<file path="config.mk">
export PLATFORM = sky130hd
export DESIGN_NAME = bus_adp_ctrl
export DESIGN_NICKNAME = d
export VERILOG_FILES = /design/src/rtl/bus_adp_pkg.sv /design/src/rtl/adp_strap_latch.sv /design/src/rtl/adp_addr_track.sv /design/src/rtl/adp_ad_drive.sv /design/src/rtl/bus_adp_ctrl.sv
export SDC_FILE = /design/constraint.sdc
export NUM_CORES = 1
export LEC_CHECK = 0
export BUFFER_PORTS_ARGS = -buffer_cell sky130_fd_sc_hd__buf_2
export CORE_MARGIN = 5
export CORE_UTILIZATION = 30
export CTS_BUF_LIST = sky130_fd_sc_hd__clkbuf_8
export DETAILED_ROUTE_END_ITERATION = 8
export HOLD_SLACK_MARGIN = 0.03
export SETUP_SLACK_MARGIN = 0.15
export SLEW_MARGIN = 40
export SYNTH_ARGS = -nofsm -noshare
export SYNTH_HDL_FRONTEND = slang
export SYNTH_SLANG_ARGS = --single-unit
</file>
<file path="constraint.sdc">
create_clock -name clk -period 3.67 [get_ports clk]
set_input_delay 0.367 -clock clk [delete_from_list [all_inputs] [get_ports clk]]
set_output_delay 0.367 -clock clk [all_outputs]
set_load 0.03 [all_outputs]
</file>
<file path="src/rtl/bus_adp_pkg.sv">
package bus_adp_pkg;
  typedef enum logic [1:0] {
    RG_OTHER = 2'd0,
    RG_UPPER = 2'd1,
    RG_LOWER = 2'd2,
    RG_SPARE = 2'd3
  } region_t;

  typedef enum logic [1:0] {
    PH_T1 = 2'd0,
    PH_T2 = 2'd1,
    PH_T3 = 2'd2,
    PH_T4 = 2'd3
  } phase_t;
endpackage

</file>
<file path="src/rtl/adp_strap_latch.sv">
module adp_strap_latch (
  input  logic clk,
  input  logic rst,
  input  logic pin,
  output logic keep_q
);
  always_ff @(posedge clk) begin
    if (rst) keep_q <= pin;
  end

  assert_strap_hold_R2: assert property (@(posedge clk) disable iff (rst)
    1'b1 |=> $stable(keep_q));
endmodule

</file>
<file path="src/rtl/adp_addr_track.sv">
module adp_addr_track
  import bus_adp_pkg::*;
#(
  parameter int AW = 20
) (
  input  logic          clk,
  input  logic          rst,
  input  logic          cyc_act,
  input  phase_t        ph,
  input  logic          half,
  input  logic [AW-1:0] addr,
  input  region_t       region,
  output logic          a_oe,
  output logic [AW-1:0] a_out,
  output region_t       lat_region
);
  logic start_slot;
  assign start_slot = cyc_act && (ph == PH_T1) && !half;

  always_ff @(posedge clk) begin
    if (rst) begin
      a_oe       <= 1'b0;
      a_out      <= '0;
      lat_region <= RG_OTHER;
    end else begin
      a_oe <= cyc_act;
      if (start_slot) begin
        a_out      <= addr;
        lat_region <= region;
      end
    end
  end

  assert_abus_hold_R3: assert property (@(posedge clk) disable iff (rst)
    !start_slot |=> $stable(a_out));
  assert_abus_idle_R12: assert property (@(posedge clk) disable iff (rst)
    !cyc_act |=> !a_oe);
endmodule

</file>
<file path="src/rtl/adp_ad_drive.sv">
module adp_ad_drive
  import bus_adp_pkg::*;
#(
  parameter int DW = 16
) (
  input  logic          clk,
  input  logic          rst,
  input  logic          cyc_act,
  input  phase_t        ph,
  input  logic          half,
  input  logic          is_write,
  input  logic [DW-1:0] wdata,
  input  logic [DW-1:0] lat_addr,
  input  region_t       lat_region,
  input  logic          up_mute,
  input  logic          lo_mute,
  input  logic          keep_q,
  output logic          ad_oe,
  output logic [DW-1:0] ad_out
);
  logic muted;
  logic nxt_oe;
  logic [DW-1:0] nxt_val;

  always_comb begin
    unique case (lat_region)
      RG_UPPER: muted = up_mute;
      RG_LOWER: muted = lo_mute;
      default:  muted = 1'b0;
    endcase
    if (keep_q) muted = 1'b0;
  end

  always_comb begin
    nxt_oe  = 1'b0;
    nxt_val = '0;
    if (cyc_act) begin
      if (ph == PH_T1) begin
        if (half && !muted) begin
          nxt_oe  = 1'b1;
          nxt_val = lat_addr;
        end
      end else if (is_write) begin
        nxt_oe  = 1'b1;
        nxt_val = wdata;
      end
    end
  end

  always_ff @(posedge clk) begin
    if (rst) begin
      ad_oe  <= 1'b0;
      ad_out <= '0;
    end else begin
      ad_oe  <= nxt_oe;
      ad_out <= nxt_val;
    end
  end

  assert_t1_early_float_R5: assert property (@(posedge clk) disable iff (rst)
    (cyc_act && ph == PH_T1 && !half) |=> !ad_oe);
  assert_read_float_R11: assert property (@(posedge clk) disable iff (rst)
    (cyc_act && ph != PH_T1 && !is_write) |=> !ad_oe);
  assert_ad_idle_R12: assert property (@(posedge clk) disable iff (rst)
    !cyc_act |=> (!ad_oe && ad_out == '0));
  assert_write_drive_R10: assert property (@(posedge clk) disable iff (rst)
    (cyc_act && ph != PH_T1 && is_write) |=> (ad_oe && ad_out == $past(wdata)));
endmodule

</file>
<file path="src/rtl/bus_adp_ctrl.sv">
module bus_adp_ctrl
  import bus_adp_pkg::*;
#(
  parameter int AW = 20,
  parameter int DW = 16
) (
  input  logic          clk,
  input  logic          rst,
  input  logic          keep_strap,
  input  logic          up_mute,
  input  logic          lo_mute,
  input  logic          cyc_act,
  input  logic [1:0]    ph,
  input  logic          half,
  input  logic          is_write,
  input  logic [1:0]    region,
  input  logic [AW-1:0] addr,
  input  logic [DW-1:0] wdata,
  output logic          ad_oe,
  output logic [DW-1:0] ad_out,
  output logic          a_oe,
  output logic [AW-1:0] a_out
);
  localparam int LOW_W = (DW < AW) ? DW : AW;

  logic          keep_q;
  region_t       lat_region;
  logic [DW-1:0] lat_low;

  generate
    if (DW > AW) begin : g_pad
      assign lat_low = {{(DW-AW){1'b0}}, a_out};
    end else begin : g_cut
      assign lat_low = a_out[LOW_W-1:0];
    end
  endgenerate

  adp_strap_latch u_strap (
    .clk    (clk),
    .rst    (rst),
    .pin    (keep_strap),
    .keep_q (keep_q)
  );

  adp_addr_track #(.AW(AW)) u_track (
    .clk        (clk),
    .rst        (rst),
    .cyc_act    (cyc_act),
    .ph         (phase_t'(ph)),
    .half       (half),
    .addr       (addr),
    .region     (region_t'(region)),
    .a_oe       (a_oe),
    .a_out      (a_out),
    .lat_region (lat_region)
  );

  adp_ad_drive #(.DW(DW)) u_drive (
    .clk        (clk),
    .rst        (rst),
    .cyc_act    (cyc_act),
    .ph         (phase_t'(ph)),
    .half       (half),
    .is_write   (is_write),
    .wdata      (wdata),
    .lat_addr   (lat_low),
    .lat_region (lat_region),
    .up_mute    (up_mute),
    .lo_mute    (lo_mute),
    .keep_q     (keep_q),
    .ad_oe      (ad_oe),
    .ad_out     (ad_out)
  );

  assert_reset_quiet_R1: assert property (@(posedge clk)
    rst |=> (!ad_oe && !a_oe && ad_out == '0 && a_out == '0));
  assert_lead_R4: assert property (@(posedge clk) disable iff (rst)
    (cyc_act && ph == 2'd0 && half && ad_oe == 1'b0 && a_oe) |=>
      (!ad_oe || ad_out == $past(lat_low)));
endmodule

</file>
==> results by group <==
Yosys
  – Area leader, netlist: dfxtp_1
  – Cell area after synthesis: roughly 0.0014 mm^2
  – Top FF cell, synth: dfxtp_1
  – Syn_area_per_cell: 9.90 um^2
  – Distinct cells, synth: 18
  – Synth async-reset ratio: 0
  – Post-synth EDFFs: 1
  – Synth warn: 0
  – Sequential fraction of the synthesis area: 0.587
  – Synth top area cells: dfxtp_1 (57%), nand2_1 (12%), a22o_1 (9.9%), a21oi_1 (7.8%), edfxtp_1 (2.1%)
  – Top-area cell type share of the netlist area: 0.565
  – Seq cells post-synth: a little over 40
  – Cells after Synth: 143
  – Syn_nets: 193

Place
  – GP Congestion: approximately 0.76
  – DP HPWL: 2.80 mm
  – Port Buffers: 85
  – Dpl ws: 1.93 ns

STA
  – Final Critical Period: approximately 1.7 ns
  – Final hold violation count: 0
  – Crit share post-route: 0.451
  – Final worst slack: 2.02 ns
  – Fin Clk Skew: 0.00821 ns
  – Unrepaired setup endpoints after global routing: false
  – Final Max Tran Viols: 0
  – Relative slew slack: 0.558
  – Worst Tran Pin Value: 0.660 ns
  – Setup TNS Final: 0 ns
  – Setup violations, final: 0
  – Worst hold slack: around 0.25 ns
  – FMAX: 0.605 GHz

Critical path
  – WP data arrival: ~1.8 ns
  – Reg2Reg Launch Point: u_track.lat_region[0]$_SDFFE_PP0P_
  – Crit Path Max Fanout: 17
  – Worst Setup SP: u_track.lat_region[0]$_SDFFE_PP0P_
  – Critical Path RT: 3.86 ns
  – Endpoint class of the critical path: register
  – Setup CP Type: register to register
  – Setup crit start kind: register

Global routing
  – Remaining global-route overflow: 0
  – Antenna violations before repair: 0
  – First-pass GRT wire length: about 6 mm
  – Vias in the first global route: around 1200
  – Largest net degree at the start of global routing: 26
  – GR Util All Layers: 0.122

Min path
  – Worst Hold Launch: keep_strap
  – Hold WC Path Type: primary input to register

Route
  – DR iter-0 viols: 55
  – WL per Instance: 13.0 um
  – Vias/cell: 4.57
  – Wire length on met3: roughly 240 um
  – First-pass iteration count of the detailed router: 3
  – Wire length on met2: around 1.8 mm
  – Drt drc: 0
  – Met1 wire length: 1.53 mm
  – Routed Antenna Nets: 0
  – Final wirelength: 3.69 mm
  – Via Count: 1293
  – Max Used Layer: met4

Clocking
  – CTS tree: built
  – CTS max path bufs: 2
  – # hold bufs at CTS: 0
  – CTS sink count: between 40 and 50
  – Post-CTS Setup Bufs: 0
  – CTS Buf Count: 5
  – Root buf cell: clkbuf_8
  – CTS resizes: 0
  – Clock-pin slew on the worst setup and hold paths: 0.08 ns
  – CTS H-tree depth: 2
  – Clock latency on the worst-skew pair: 0.29 ns

Layout
  – Post-layout nets: between 200 and 300
  – Antenna diode count: 0
  – Layout area overhead: 40.5%
  – Share of layout cells above drive strength 1: 0.432

Floorplanning
  – Die X: 78.7 um
  – Full die area: 0.00620 mm^2
  – Core area: between 0.004 and 0.005 mm^2
  – Die Ht: 78.7 um
  – I/O pins: 86
  – Starting Density: 0.304
  – Row cnt: 25

Pwr
  – LEAKAGE: 0.938 nW
  – Worst vdd ir: about 0.14 mV
  – P per Cell Area: about 460 mW/mm^2

Run status
  – Outcome: finished, final reports clean

Run
  – Max-cap viol count: 0
-- placed cells by master, fill, tap and decap left out --
cell type  count
a22o_1        16
ha_1           2
inv_1          3
buf_2         85
nor4b_4        1
or2_2          1
edfxtp_1       1
nor4b_2        1
a22oi_1        1
nand2_1       44
nor2b_1        1
clkbuf_8       6
bufinv_16      1
o211a_2        1
or4b_4         1
o311a_2        1
dfxtp_1       40
buf_4          1
a21oi_1       22
-- logic make-up after synthesis --
kind of cell,after synthesis,synth area share
compound gates,41,0.197
fa+ha+maj,2,0.0177
buf+inv,10,0.0424
flops,41,0.587
simple gates,49,0.156
-- per-layer routing --
metal | up-vias | track usage
li1 | 661 | -
met1 | 581 | 0.141
met2 | 42 | 0.202
met3 | 9 | 0.0385
met4 | 0 | 0.0612
met5 | - | 0
-- critical path, stage by stage, from the launching register on --
cell,delay [ns]
dfxtp_1,0.36
inv_1,0.05
ha_1,0.28
o311a_2,0.54
or2_2,0.31
-- flip-flops by register name (all words and copies together), names as in the netlist --
name / cells
u_drive.ad_oe: 1
u_drive.ad_out: 16
u_strap.keep_q: 1
u_track.a_oe: 1
u_track.a_out: 20
u_track.lat_region: 2
-- power breakdown --
part	switching, W	internal [W]	leakage (nW)
sequential	0.00000458	0.000458	0.334
clock	0.000148	0.000219	0.0626
combinational	0.0000487	0.0000346	0.541
total	0.000201	0.000711	0.938
-- final timing paths --
check | to | slack [ns] | depth (start not counted)
setup reg to reg | u_drive.ad_oe$_SDFF_PP0_ | 2.02 | 4
hold / removal | u_strap.keep_q$_DFFE_PP_ | 0.25 | 1
hold reg to reg | u_track.a_out[16]$_SDFFE_PP0P_ | 0.45 | 2
setup / recovery | u_drive.ad_oe$_SDFF_PP0_ | 2.02 | 4
-- final cells by class --
cell class,count,area [um^2]
clock buffers,6,82.6
clock inverters,2,33.8
fillers,489,2670
inverters,2,7.51
multi-input cells,92,534
flip-flops and latches,41,831
well taps,54,67.6
repair buffers,86,433
-- cell usage after synthesis (2+ instances only) --
library cell	instances
nand2_1	44
inv_1	2
ha_1	2
a22o_1	16
buf_2	3
nor4b_2	2
buf_6	2
clkbuf_1	2
dfxtp_1	40
a21oi_1	22
-- per-stage QoR --
step | instances | util | instance area (um^2) | power (W)
global placement | 274 | 0.400 | 1870 | 0.000556
global route | 283 | 0.427 | 1990 | 0.000954
detailed placement | 275 | 0.402 | 1870 | 0.000558
floorplan | 143 | - | 1420 | 0.000515
finish | 283 | 0.427 | 1990 | 0.000913
CTS | 283 | 0.427 | 1990 | 0.000926
Power figures use the tool's default switching activity.
